<file path="src/rtl/char_console_pkg.sv">
package char_console_pkg;

  typedef enum logic [2:0] {
    SEL_NONE,
    SEL_KSTAT,
    SEL_KDATA,
    SEL_DSTAT,
    SEL_DDATA
  } reg_sel_e;

  typedef struct packed {
    reg_sel_e which;
    logic     rd;
    logic     wr;
  } bus_access_t;

endpackage

</file>
<file path="src/rtl/char_console_decode.sv">
module char_console_decode
  import char_console_pkg::*;
#(
  parameter int          ADDR_W  = 16,
  parameter logic [15:0] KSTAT_A = 16'hFE00,
  parameter logic [15:0] KDATA_A = 16'hFE02,
  parameter logic [15:0] DSTAT_A = 16'hFE04,
  parameter logic [15:0] DDATA_A = 16'hFE06
) (
  input  logic              sel,
  input  logic              we,
  input  logic [ADDR_W-1:0] addr,
  output bus_access_t       acc
);

  always_comb begin
    acc.rd = sel & ~we;
    acc.wr = sel & we;
    if (!sel)                          acc.which = SEL_NONE;
    else if (addr == KSTAT_A[ADDR_W-1:0]) acc.which = SEL_KSTAT;
    else if (addr == KDATA_A[ADDR_W-1:0]) acc.which = SEL_KDATA;
    else if (addr == DSTAT_A[ADDR_W-1:0]) acc.which = SEL_DSTAT;
    else if (addr == DDATA_A[ADDR_W-1:0]) acc.which = SEL_DDATA;
    else                               acc.which = SEL_NONE;
  end

endmodule

</file>
<file path="src/rtl/char_console_kin.sv">
module char_console_kin #(
  parameter int CHAR_W = 8
) (
  input  logic              clk,
  input  logic              rst_n,
  input  logic              in_valid,
  input  logic [CHAR_W-1:0] in_data,
  input  logic              rd_clear,
  input  logic              ie_we,
  input  logic              ie_wdata,
  output logic              waiting,
  output logic              irq_en,
  output logic [CHAR_W-1:0] held
);

  always_ff @(posedge clk or negedge rst_n) begin
    if (!rst_n) begin
      waiting <= 1'b0;
      held    <= '0;
    end else if (in_valid) begin
      waiting <= 1'b1;
      held    <= in_data;
    end else if (rd_clear) begin
      waiting <= 1'b0;
    end
  end

  always_ff @(posedge clk or negedge rst_n) begin
    if (!rst_n)     irq_en <= 1'b0;
    else if (ie_we) irq_en <= ie_wdata;
  end

  assert_arrival_sets_R2: assert property (@(posedge clk) disable iff (!rst_n)
    in_valid |=> waiting);
  assert_overwrite_R4: assert property (@(posedge clk) disable iff (!rst_n)
    in_valid |=> held == $past(in_data));
  assert_read_clears_R3: assert property (@(posedge clk) disable iff (!rst_n)
    (rd_clear && !in_valid) |=> !waiting);
  assert_ie_hold_R5: assert property (@(posedge clk) disable iff (!rst_n)
    !ie_we |=> $stable(irq_en));

endmodule

</file>
<file path="src/rtl/char_console_dout.sv">
module char_console_dout #(
  parameter int CHAR_W = 8
) (
  input  logic              clk,
  input  logic              rst_n,
  input  logic              wr_en,
  input  logic [CHAR_W-1:0] wr_data,
  input  logic              out_ready,
  output logic              out_valid,
  output logic [CHAR_W-1:0] out_data
);

  logic pending;

  always_ff @(posedge clk or negedge rst_n) begin
    if (!rst_n) begin
      pending  <= 1'b0;
      out_data <= '0;
    end else if (pending) begin
      if (out_ready) pending <= 1'b0;
    end else if (wr_en) begin
      pending  <= 1'b1;
      out_data <= wr_data;
    end
  end

  assign out_valid = pending;

  assert_hold_R8: assert property (@(posedge clk) disable iff (!rst_n)
    (out_valid && !out_ready) |=> (out_valid && $stable(out_data)));
  assert_release_R8: assert property (@(posedge clk) disable iff (!rst_n)
    (out_valid && out_ready) |=> !out_valid);
  assert_start_R7: assert property (@(posedge clk) disable iff (!rst_n)
    (!out_valid && wr_en) |=> (out_valid && out_data == $past(wr_data)));
  assert_drop_R9: assert property (@(posedge clk) disable iff (!rst_n)
    (out_valid && wr_en) |=> $stable(out_data));

endmodule

</file>
<file path="src/rtl/char_console_regs.sv">
module char_console_regs
  import char_console_pkg::*;
#(
  parameter int          ADDR_W  = 16,
  parameter int          DATA_W  = 16,
  parameter int          CHAR_W  = 8,
  parameter logic [15:0] KSTAT_A = 16'hFE00,
  parameter logic [15:0] KDATA_A = 16'hFE02,
  parameter logic [15:0] DSTAT_A = 16'hFE04,
  parameter logic [15:0] DDATA_A = 16'hFE06
) (
  input  logic              clk,
  input  logic              rst_n,
  input  logic              bus_sel,
  input  logic              bus_we,
  input  logic [ADDR_W-1:0] bus_addr,
  input  logic [DATA_W-1:0] bus_wdata,
  output logic [DATA_W-1:0] bus_rdata,
  input  logic              kin_valid,
  output logic              kin_ready,
  input  logic [CHAR_W-1:0] kin_data,
  output logic              dout_valid,
  input  logic              dout_ready,
  output logic [CHAR_W-1:0] dout_data,
  output logic              kbd_irq
);

  localparam int FLAG_BIT = DATA_W - 1;
  localparam int IE_BIT   = DATA_W - 2;
  localparam int PAD_W    = DATA_W - CHAR_W;

  bus_access_t       acc;
  logic              k_wait;
  logic              k_ie;
  logic [CHAR_W-1:0] k_held;

  char_console_decode #(
    .ADDR_W(ADDR_W), .KSTAT_A(KSTAT_A), .KDATA_A(KDATA_A),
    .DSTAT_A(DSTAT_A), .DDATA_A(DDATA_A)
  ) u_decode (
    .sel(bus_sel), .we(bus_we), .addr(bus_addr), .acc(acc)
  );

  char_console_kin #(.CHAR_W(CHAR_W)) u_kin (
    .clk(clk), .rst_n(rst_n),
    .in_valid(kin_valid), .in_data(kin_data),
    .rd_clear(acc.rd && acc.which == SEL_KDATA),
    .ie_we(acc.wr && acc.which == SEL_KSTAT),
    .ie_wdata(bus_wdata[IE_BIT]),
    .waiting(k_wait), .irq_en(k_ie), .held(k_held)
  );

  char_console_dout #(.CHAR_W(CHAR_W)) u_dout (
    .clk(clk), .rst_n(rst_n),
    .wr_en(acc.wr && acc.which == SEL_DDATA),
    .wr_data(bus_wdata[CHAR_W-1:0]),
    .out_ready(dout_ready),
    .out_valid(dout_valid), .out_data(dout_data)
  );

  assign kin_ready = 1'b1;
  assign kbd_irq   = k_wait & k_ie;

  always_comb begin
    bus_rdata = '0;
    unique case (acc.which)
      SEL_KSTAT: begin
        bus_rdata[FLAG_BIT] = k_wait;
        bus_rdata[IE_BIT]   = k_ie;
      end
      SEL_KDATA: bus_rdata = {{PAD_W{1'b0}}, k_held};
      SEL_DSTAT: bus_rdata[FLAG_BIT] = ~dout_valid;
      SEL_DDATA: bus_rdata = {{PAD_W{1'b0}}, dout_data};
      default:   bus_rdata = '0;
    endcase
  end

  assert_irq_needs_enable_R6: assert property (@(posedge clk) disable iff (!rst_n)
    (acc.wr && acc.which == SEL_KSTAT && !bus_wdata[IE_BIT]) |=> !kbd_irq);
  assert_unmapped_zero_R10: assert property (@(posedge clk) disable iff (!rst_n)
    (bus_sel && acc.which == SEL_NONE) |-> bus_rdata == '0);
  assert_kin_ready_R11: assert property (@(posedge clk) disable iff (!rst_n)
    kin_ready);

endmodule

</file>
<file path="config.mk">
export PLATFORM = sky130hd
export DESIGN_NAME = char_console_regs
export DESIGN_NICKNAME = d
export VERILOG_FILES = /design/src/rtl/char_console_pkg.sv /design/src/rtl/char_console_decode.sv /design/src/rtl/char_console_kin.sv /design/src/rtl/char_console_dout.sv /design/src/rtl/char_console_regs.sv
export SDC_FILE = /design/constraint.sdc
export NUM_CORES = 1
export LEC_CHECK = 0
export BUFFER_PORTS_ARGS = -buffer_cell sky130_fd_sc_hd__buf_2
export CAP_MARGIN = 0
export CORE_MARGIN = 1.5
export CORE_UTILIZATION = 36
export DETAILED_ROUTE_END_ITERATION = 7
export GPL_TIMING_DRIVEN = 0
export PLACE_DENSITY = 0.71
export SLEW_MARGIN = 15
export SYNTH_ARGS = -nofsm -noshare
export SYNTH_HDL_FRONTEND = slang
export SYNTH_SLANG_ARGS = --single-unit
</file>
<file path="constraint.sdc">
create_clock -name clk -period 1.7 [get_ports clk]
set_input_delay 0.255 -clock clk [delete_from_list [all_inputs] [get_ports clk]]
set_output_delay 0.255 -clock clk [all_outputs]
set_load 0.01 [all_outputs]
</file>
==> results of run 1 <==
==> through the flow <==
stage               std cells  total power, mW  area [sq um]  setup slack [ps]
finish                    185            0.838          1470              -277
global route              185            0.874          1470              -357
CTS                       184            0.849          1460              -310
detailed placement        177            0.616          1370              -530
global placement          177            0.610          1370              -522
floorplan                  89            0.553          1050              -367
==> cell type report <==
cell class	count	area, sq um
Inverter	1	3.75
Multi-Input combinational cell	59	509
Timing Repair Buffer	62	357
Buffer	9	60.1
Sequential cell	19	475
Clock buffer	4	26.3
Fill cell	241	1240
Tap cell	31	38.8
==> power by group through the flow <==
stage	Combinational, mW	Clock (mW)	Sequential (mW)
finish	0.136	0.221	0.480
global route	0.151	0.241	0.483
CTS	0.135	0.234	0.480
detailed placement	0.126	0	0.489
global placement	0.122	0	0.488
floorplan	0.0667	0	0.486
==> cells by family after synthesis <==
group | synth area share (%)
AOI/OAI and AO/OA | 1.23
buffers and inverters | 7.38
muxes | 27.7
DFF | 46.7
other | 0.738
and+or+nand+nor | 16.2
==> cells in the mapped netlist <==
library cell   n  area (sq um)
nand4b_1       2          17.5
or4bb_1        1          11.3
mux2_2        16           180
nor3b_1        2          15.0
and4_1         1          8.76
buf_6          1          11.3
buf_4          7          52.6
a21o_1         1          7.51
nand3b_1       1          7.51
or4_4          1          11.3
or4b_4         1          13.8
nor4_1         1          6.26
inv_1          1          3.75
clkbuf_1       1          3.75
nor2_1         9          33.8
o21ai_0        1          5.00
dfrtp_1       19           475
nand4bb_1      1          11.3
or4_1          1          7.51
buf_1          1          3.75
mux2i_1        9          90.1
nand3_1        1          5.00
or4b_1         1          10.0
mux2_1         1          11.3
conb_1         2          7.51
and2_1         1          6.26
==> flip-flops by register name, indices dropped and copies added (netlist names) <==
name              cells
u_kin.irq_en          1
u_kin.waiting         1
u_kin.held            8
u_dout.out_data       8
u_dout.out_valid      1
==> metal layers <==
layer,up-vias,GRT usage (%),wire (microns)
li1,426,-,-
met1,413,17.6,939
met2,53,27.6,1160
met3,6,2.09,212
met4,0,8.16,47
met5,-,0,0
==> layout by cell type, fill, tap and decap left out <==
cell,count
mux2_1,1
buf_4,10
clkbuf_4,3
inv_1,1
or4_4,2
mux2i_1,9
nor2_2,2
nand3_2,1
or4b_1,1
buf_2,54
clkbuf_1,2
buf_12,1
a21o_1,1
nand3b_1,1
or4bb_1,1
and2_1,1
or4b_4,1
nand4bb_1,1
dlygate4sd3_1,1
conb_1,7
dfrtp_1,19
nor4_1,1
and4_1,1
nor3b_2,2
mux2_2,16
nor2_1,7
nand4b_1,2
buf_1,1
buf_6,3
o21ai_0,1
==> critical path: stages <==
cell	delay, ps
buf_6	90
or4bb_1	500
or4_4	560
nor3b_2	170
buf_2	150
==> worst paths after layout <==
path,depth (start not counted),endpoint,start,slack (ps)
max in group asynchronous,2,u_dout.out_valid,rst_n,970
worst max register to register,5,u_dout.out_data[4],u_dout.out_valid,390
min in group asynchronous,2,u_kin.held[0],rst_n,440
worst max-delay path,5,bus_rdata[14],bus_addr[1],-280
worst min-delay path,2,u_dout.out_valid,dout_ready,150
worst min register to register,1,u_kin.irq_en,u_kin.irq_en,510
==> what timing repair did <==
item | 4_1_cts | 5_1_grt
resized for setup | 5 | 1
buffers inserted | 3 | 1
endpoints found under the hold margin | 19 | 0
hold buffers | 1 | 0
pin swaps | 5 | 4
endpoints found under the setup margin | 20 | 12
==> PnR_summary.wiki, run 1 <==
{| class="wikitable"
! Metric !! Value
|-
| Vertical die dimension || 56.2 microns
|-
| Number of sinks handled by clock tree synthesis || 19
|-
| DIE WIDTH || 56.2 microns
|-
| Tightest Pin Transition || 727 ps
|-
| Number of buffers on the longest clock path || 2
|-
| Number of antenna diodes || 0
|-
| Layout Utilization || 54.2%
|-
| Iter 0 DRT Violations || 23
|-
| Clock power frac || 26.4%
|-
| Count of yosys warnings during synthesis || 0
|-
| # rows || 19
|-
| Flops & latches, synth || 19
|-
| Post-DR vias/cell || 4.85
|-
| Cell variety after synth || 26
|-
| Class of the most critical setup path || input pin to output pin
|-
| Floorplan core area || 0.00271 sq mm
|-
| Total overflow reported by the global router || 0
|-
| Wire length of the first global-routing pass || 3750 microns
|-
| I/O Buffers || 57
|-
| Combined global-route utilization of all metal layers || 15.4%
|-
| Final wirelength || 2360 microns
|-
| Via count of the first global-routing pass || 893
|-
| Sort of element at the start of the critical path || input pin
|-
| Switching component of the power || 0.194 mW
|-
| Max FO, Critical Path || 3
|-
| Setup repair after global routing missed its margin || true
|-
| Vias || 898
|-
| Sum Neg Setup Slack || -2630 ps
|-
| Time the worst path needs with I/O delays and setup || 1980 ps
|-
| Share of cells above drive strength 1 || 61.7%
|-
| Total of endpoints with negative setup slack in the final report || 12
|-
| Starting utilization of the core area || 37.5%
|-
| Hold crit path type || input pin to flip-flop
|-
| CTS tree || done
|-
| Register area share after synthesis || 46.7%
|-
| Hold Vio Cnt, Final || 0
|-
| Logic pwr share || 16.3%
|-
| Crit. End Element || output pin
|-
| # IOs || 73
|-
| Clk_skew || 2.12 ps
|-
| HPWL after detailed placement || 1760 microns
|-
| Placer Congestion || 0.752
|-
| Worst slack on hold paths || 147 ps
|-
| Achievable frequency || 506 MHz
|-
| Overall die area || 0.00315 sq mm
|-
| Gate count after technology mapping || 84
|-
| Nets@finish || 201
|-
| Root buffer cell || clkbuf_4
|-
| Final slew viol count || 0
|-
| Clock latency on the worst-skew pair || 290 ps
|-
| Crit path required time || 1440 ps
|-
| Number of detailed-route iterations in the first pass || 3
|-
| Synth-to-Final Area Change || 44.5%
|-
| Maximum number of pins on one net before global-route repair || 20
|-
| Peak supply drop || 0.450 mV
|-
| Max-cap violations || 0
|-
| Synthesized area per cell || 12.1 sq um
|-
| Lkg Pwr || 0.791 nW
|-
| WL/cell || 12.8 microns
|-
| Sequential group share of total power || 57.3%
|-
| Final period util || 116%
|-
| Setup slack of the critical path after layout || -277 ps
|-
| # DRC || 0
|-
| H-tree depth || 1
|-
| Worst-case headroom to the max-slew limit || 51.5%
|-
| Clock-pin slew on the worst setup and hold paths || 100 ps
|-
| Sw frac || 23.2%
|-
| Power density cells || 570 mW/mm^2
|-
| Initial antenna violation count || 0
|-
| Num CTS Buffers || 3
|-
| Cell-internal power || 0.643 mW
|-
| Summed instance area of the synthesized netlist || 0.00102 sq mm
|-
| Violations in the final reports || setup timing
|-
| Result of the run || complete, but fails checks
|-
| Signal arrival time at the worst endpoint || 1720 ps
|-
| Remaining antenna violation count || 0
|}
Power figures use the tool's default switching activity.
==> inputs of run 2 (changes only) <==
CORE_UTILIZATION = 43   (was 36)
PLACE_DENSITY = 0.8   (was 0.71)
clock period = 2.5 ns   (was 1.7 ns; I/O delays follow)
==> run 2 against run 1 <==
  * Die area down 15%
  * Clock power down 32%
  * Setup slack better by 440 ps
  * Register-to-register slack better by 490 ps
  * Total power down 33%
  * The run ends with hold timing left
  * Non-clock buffer count down 4
  * Sequential share of layout area up 2.0 points
  * Sequential cell count unchanged
==> PnR_summary.wiki, run 2 (synthesis gave the netlist of run 1 again) <==
{| class="wikitable"
! Metric !! Value
|-
| Result of the run || complete, but fails checks
|-
| Violations in the final reports || hold timing
|-
| Worst slack at placement || 45.1 ps (+575 ps)
|-
| Hold crit path type || input pin to async pin
|-
| Vertical die dimension || 51.6 microns (-8.0%)
|-
| Number of gates resized after CTS || 0 (-5)
|-
| Starting utilization of the core area || 46.0% (+8.4 points)
|-
| Synth-to-Final Area Change || 35.9%
|-
| Hold buffer count at CTS || 0 (-1)
|-
| Share of cells above drive strength 1 || 57.3% (-4.4 points)
|-
| Clock-pin slew on the worst setup and hold paths || 100 ps (about the same)
|-
| Multi-input combinational cell area || 485 sq um (-4.7%)
|-
| Total overflow reported by the global router || 0 (unchanged)
|-
| Maximum number of pins on one net before global-route repair || 20 (unchanged)
|-
| Clock power frac || 26.7% (+0.3 points)
|-
| Crit path required time || 2120 ps (+680 ps)
|-
| Registers with the most flip-flops || u_dout.out_data: 8 flops, u_kin.held: 8 flops
|-
| I/O Buffers || 57 (unchanged)
|-
| Finished Cell Area || 0.00138 sq mm (-6.0%)
|-
| Iter 0 DRT Violations || 7 (-70%)
|-
| Placer Congestion || 0.634 (-16%)
|-
| Commonest non-fill, non-tap cell in the layout || buf_2
|-
| Met2 Resource Use GR || 35.3% (+7.7 points)
|-
| Clk_skew || 3.93 ps (+1.80 ps)
|-
| Worst-case headroom to the max-slew limit || 50.7% (-0.81 points)
|-
| Number of buffers on the longest clock path || 2 (unchanged)
|-
| Time the worst path needs with I/O delays and setup || 2340 ps
|-
| Worst slack on hold paths || -4.22 ps (-151 ps)
|-
| Logic pwr share || 15.2% (-1.1 points)
|-
| Wire length of the first global-routing pass || 3480 microns (-7.4%)
|-
| Max FO, Critical Path || 3 (unchanged)
|-
| Floorplan core area || 0.00221 sq mm (-18%)
|-
| Top library cells by usage in the layout, fill and taps aside || 57 x buf_2, 19 x dfrtp_1, 16 x mux2_2
|-
| Sequential cell area || 475 sq um (unchanged)
|-
| Overall die area || 0.00267 sq mm (-15%)
|-
| Count of filler cells inserted in the layout || 199 (-17%)
|-
| DIE WIDTH || 51.6 microns (-8.0%)
|-
| Lkg Pwr || 0.760 nW (-3.9%)
|-
| WL/cell || 12.8 microns (+0.58%)
|-
| Minimum setup slack among reg-to-reg paths || 880 ps (+490 ps)
|-
| H-tree depth || 1 (unchanged)
|-
| Cell area after placement || 0.00136 sq mm (-1.2%)
|-
| Crit. End Element || output pin
|-
| Total of endpoints with negative setup slack in the final report || 0 (-12)
|-
| Vias || 875 (-2.6%)
|-
| Peak supply drop || 0.355 mV (-21%)
|-
| # IOs || 73 (unchanged)
|-
| Number of sinks handled by clock tree synthesis || 19 (unchanged)
|-
| Root buffer cell || clkbuf_4
|-
| Cell-internal power || 0.432 mW (-33%)
|-
| Post-CTS Repair Setup Buffers || 0 (-3)
|-
| Initial antenna violation count || 0 (unchanged)
|-
| Hold Vio Cnt, Final || 12 (+12)
|-
| Final period util || 93.4%
|-
| Routing usage on met3 || 4.89% (+2.8 points)
|-
| Layout Utilization || 62.5% (+8.3 points)
|-
| Sort of element at the start of the critical path || input pin
|-
| Sw frac || 23.1% (-0.10 points)
|-
| Number of detailed-route iterations in the first pass || 4 (+1)
|-
| Sequential group share of total power || 58.2% (+0.9 points)
|-
| Final slew viol count || 0 (unchanged)
|-
| CTS tree || done
|-
| Achievable frequency || 428 MHz
|-
| Class of the most critical setup path || input pin to output pin
|-
| HPWL after detailed placement || 1760 microns (about the same)
|-
| Nets@finish || 197 (-2.0%)
|-
| # rows || 17 (-2)
|-
| Power density cells || 406 mW/mm^2 (-29%)
|-
| Final wirelength || 2280 microns (-3.2%)
|-
| Number of antenna diodes || 0 (unchanged)
|-
| Combined global-route utilization of all metal layers || 18.0% (+2.6 points)
|-
| Tightest Pin Transition || 739 ps (+12.2 ps)
|-
| # DRC || 0 (unchanged)
|-
| Setup repair after global routing missed its margin || false
|-
| Via count of the first global-routing pass || 845 (-5.4%)
|-
| R2r worst-path depth || 4 (-1)
|-
| Num CTS Buffers || 3 (unchanged)
|-
| Post-DR vias/cell || 4.92 (+1.3%)
|-
| Clock latency on the worst-skew pair || 290 ps (about the same)
|-
| Switching component of the power || 0.129 mW (-33%)
|-
| Setup slack of the critical path after layout || 165 ps (+442 ps)
|-
| Reg2Reg Launch Point || u_dout.out_valid
|-
| Sum Neg Setup Slack || 0 ps (+2630 ps)
|-
| GRT busiest layer || met2
|-
| Signal arrival time at the worst endpoint || 1960 ps (+240 ps)
|-
| Max-cap violations || 0 (unchanged)
|-
| M1 GR Usage || 18.3% (+0.71 points)
|-
| Remaining antenna violation count || 0 (unchanged)
|-
| Endpoint of the worst-slack reg-to-reg timing path || u_dout.out_data[3]
|}
## run 2: final cells by class
class	count	area share, %
buffer	10	5.16
timing repair buffer	57	20.6
inverter	1	0.271
clock buffer	4	1.90
tap	28	2.53
sequential	19	34.4
multi-input combinational	59	35.1
## run 2: routing by layer
metal | vias up | share of wire (%)
met5 | - | 0
met4 | 0 | 0
met3 | 0 | 7.8
met2 | 47 | 49
met1 | 408 | 43
li1 | 420 | -
## run 2: worst max-delay path, stage by stage
cell	delay, ps
buf_2	90
or4b_4	530
or4_1	580
nor3b_1	210
buf_2	160
## run 2: through the flow
| step | cells | power (mW) |
|---|---|---|
| 6_report | 178 | 0.561 |
| 5_1_grt | 178 | 0.592 |
| 4_1_cts | 178 | 0.568 |
| 3_5_place_dp | 174 | 0.418 |
| 3_3_place_gp | 174 | 0.414 |
| 2_1_floorplan | 89 | 0.376 |
## run 2: how the worst max path moves through the flow
stage	depth (start not counted)	endpoint	slack, ps	from
after global placement	6	u_kin.waiting	40	bus_addr[5]
after global routing	5	bus_rdata[14]	80	bus_addr[5]
final	5	bus_rdata[14]	160	bus_addr[5]
after floorplan	5	u_kin.waiting	200	bus_addr[5]
after detailed placement	6	u_kin.waiting	50	bus_addr[5]
after CTS	5	bus_rdata[14]	170	bus_addr[5]
## run 2: power groups by stage
| stage | clock network [mW] | registers, mW | logic, mW |
|---|---|---|---|
| after floorplan | 0 | 0.331 | 0.0451 |
| after global placement | 0 | 0.332 | 0.0822 |
| after detailed placement | 0 | 0.333 | 0.0854 |
| after CTS | 0.156 | 0.327 | 0.0857 |
| after global routing | 0.170 | 0.328 | 0.0940 |
| final | 0.150 | 0.326 | 0.0850 |
==> inputs of run 3 (changes only) <==
CORE_MARGIN = 2   (was 1.5)
HOLD_SLACK_MARGIN = 0.03   (was default)
==> run 3 against run 2 <==
  * The run now ends clean
  * Final cell count increased by 0.56%
  * Maximum frequency hardly changed
  * Sequential share of layout area down 0.25 points
  * Register-to-register slack gained 80 ps
  * First-iteration DRC count rose to 2.6 times the previous value
  * Sequential power is essentially flat
  * Clock skew rose by 2.2 ps
  * Clock power barely moved
  * Count of clock-buffer cells in the layout stayed put
  * Global-route usage increased by 0.29 points
  * Wire length up 1.1%
  * Combinational power up 2%
  * Critical path type unchanged
  * Highest routed layer is now met4
==> PnR_summary.wiki, run 3 (synthesis gave the netlist of run 1 again) <==
{| class="wikitable"
! Metric !! Value
|-
| Result of the run || complete, no violations
|-
| Placer Congestion || 0.636 (+0.27%)
|-
| Vertical die dimension || 52.6 microns (+1.9%)
|-
| Registers with the most flip-flops || u_dout.out_data: 8 flops, u_kin.held: 8 flops
|-
| Vias || 859 (-1.8%)
|-
| # IOs || 73 (unchanged)
|-
| Time the worst path needs with I/O delays and setup || 2340 ps (+1.64 ps)
|-
| Achievable frequency || 428 MHz (about the same)
|-
| Signal arrival time at the worst endpoint || 1960 ps (about the same)
|-
| Clock latency on the worst-skew pair || 290 ps (about the same)
|-
| Delay of the slowest cell on the worst path || 550 ps (-30 ps)
|-
| Critical path's slowest cell || or4b_4
|-
| Final slew viol count || 0 (unchanged)
|-
| CTS tree || done
|-
| Nets@finish || 198 (+0.51%)
|-
| Worst path most repeated cell || buf_2
|-
| DIE WIDTH || 52.6 microns (+1.9%)
|-
| Share of cells above drive strength 1 || 57.0% (-0.38 points)
|-
| HPWL after detailed placement || 1850 microns (+4.7%)
|-
| Crit path launch || bus_addr[5]
|-
| Endpoint of the worst-slack reg-to-reg timing path || u_dout.out_data[7]
|-
| Power density cells || 403 mW/mm^2 (-0.58%)
|-
| Synth-to-Final Area Change || 36.9%
|-
| WL/cell || 12.9 microns (+0.49%)
|-
| I/O Buffers || 57 (unchanged)
|-
| Critical path cell sequence || buf_2, or4b_4, or4_4, buf_6, nor2_1, buf_2
|-
| Final wirelength || 2310 microns (+1.1%)
|-
| Hold crit path type || input pin to flip-flop
|-
| Combined global-route utilization of all metal layers || 18.3% (+0.29 points)
|-
| Total power || 0.562 mW (+0.14%)
|-
| Maximum number of pins on one net before global-route repair || 20 (unchanged)
|-
| Tightest Pin Transition || 709 ps (-30.4 ps)
|-
| Number of sinks handled by clock tree synthesis || 19 (unchanged)
|-
| Floorplan core area || 0.00223 sq mm (+0.96%)
|-
| Setup repair after global routing missed its margin || false
|-
| Overall die area || 0.00277 sq mm (+3.9%)
|-
| Remaining antenna violation count || 0 (unchanged)
|-
| Routing usage on met3 || 4.29% (-0.60 points)
|-
| Clk_skew || 6.09 ps (+2.17 ps)
|-
| Iter 0 DRT Violations || 18 (+11)
|-
| Count of filler cells inserted in the layout || 202 (+1.5%)
|-
| Clock-pin slew on the worst setup and hold paths || 100 ps (about the same)
|-
| Class of the most critical setup path || input pin to output pin
|-
| Max-cap violations || 0 (unchanged)
|-
| Final period util || 93.5% (about the same)
|-
| M1 GR Usage || 20.6% (+2.3 points)
|-
| Sum Neg Setup Slack || 0 ps (unchanged)
|-
| Worst setup path endpoint || bus_rdata[6]
|-
| Root buffer cell || clkbuf_4
|-
| R2r worst-path depth || 4 (unchanged)
|-
| Hold Vio Cnt, Final || 0 (-12)
|-
| Wire length of the first global-routing pass || 3730 microns (+7.2%)
|-
| Num CTS Buffers || 3 (unchanged)
|-
| Met2 Resource Use GR || 34.0% (-1.3 points)
|-
| Starting utilization of the core area || 45.5% (-0.44 points)
|-
| Via count of the first global-routing pass || 895 (+5.9%)
|-
| Number of antenna diodes || 0 (unchanged)
|-
| Top library cells by usage in the layout, fill and taps aside || 57 x buf_2, 19 x dfrtp_1, 16 x mux2_2
|-
| Worst-case headroom to the max-slew limit || 52.8% (+2.0 points)
|-
| Peak supply drop || 0.346 mV (-2.8%)
|-
| # DRC || 0 (unchanged)
|-
| Number of detailed-route iterations in the first pass || 4 (unchanged)
|-
| Post-DR vias/cell || 4.80 (-2.4%)
|-
| Lkg Pwr || 0.764 nW (+0.55%)
|-
| Initial antenna violation count || 0 (unchanged)
|-
| Total overflow reported by the global router || 0 (unchanged)
|-
| Minimum setup slack among reg-to-reg paths || 960 ps (+80 ps)
|-
| H-tree depth || 1 (unchanged)
|-
| Crit. End Element || output pin
|-
| Reg2Reg Launch Point || u_dout.out_valid
|-
| GRT busiest layer || met2
|-
| Sort of element at the start of the critical path || input pin
|-
| Crit path required time || 2120 ps (about the same)
|-
| # rows || 17 (unchanged)
|-
| Max FO, Critical Path || 9 (+6)
|-
| Commonest non-fill, non-tap cell in the layout || buf_2
|-
| Total of endpoints with negative setup slack in the final report || 0 (unchanged)
|-
| Number of buffers on the longest clock path || 2 (unchanged)
|}
-- run 3: cell count changes in the layout (fill, tap and decap cells not counted), sizes merged --
cell	before	now
dlygate4sd3	0	1
-- run 3: through the flow --
step	utilization [%]	hold WS [ps]	cells	worst slack, ps	instance area (sq um)
floorplan	-	79.4	89	196	1040
global placement	60.7	326	174	37.7	1360
detailed placement	60.7	328	174	28.1	1360
CTS	62.4	264	179	162	1390
global route	62.4	262	179	58.3	1390
finish	62.4	278	179	163	1390
-- run 3: report_power, final --
group          switching [mW]  internal [mW]
clock                  0.0863         0.0619
combinational          0.0362         0.0506
sequential            0.00677          0.320
-- run 3: layout make-up --
type	instances	area (sq um)	area share [%]
well taps	28	35.0	2.52
inverters	1	3.75	0.270
clock buffers	4	26.3	1.89
multi-input cells	59	485	34.9
flip-flops and latches	19	475	34.1
plain buffers	10	71.3	5.12
repair buffers	58	295	21.2
-- run 3: worst max-delay path: cells and delay by family --
| kind | cells | cell delay [ps] |
|---|---|---|
| buf+inv | 3 | 400 |
| simple gates | 3 | 1190 |
-- run 3: worst min-delay path by stage --
| stage | start | depth (start not counted) | to | slack, ps |
|---|---|---|---|---|
| 4_1_cts | dout_ready | 2 | u_dout.out_valid | 260 |
| 3_5_place_dp | rst_n | 1 | u_kin.held[2] | 330 |
| 5_1_grt | dout_ready | 2 | u_dout.out_valid | 260 |
| 2_1_floorplan | rst_n | 0 | u_dout.out_data[0] | 80 |
| 6_report | dout_ready | 2 | u_dout.out_valid | 280 |
| 3_3_place_gp | rst_n | 1 | u_kin.held[2] | 330 |
-- run 3: per-layer routing --
metal / up-vias / share of wire, %
met1: 382 / 39
li1: 420 / -
met4: 0 / 0.35
met2: 55 / 48
met5: - / 0
met3: 2 / 13
-- run 3: timing repair --
action | in CTS | in global routing
hold buffers | 1 | 0
hold endpoints to repair | 19 | 0
setup buffers | 0 | 0
gates resized for setup | 0 | 0
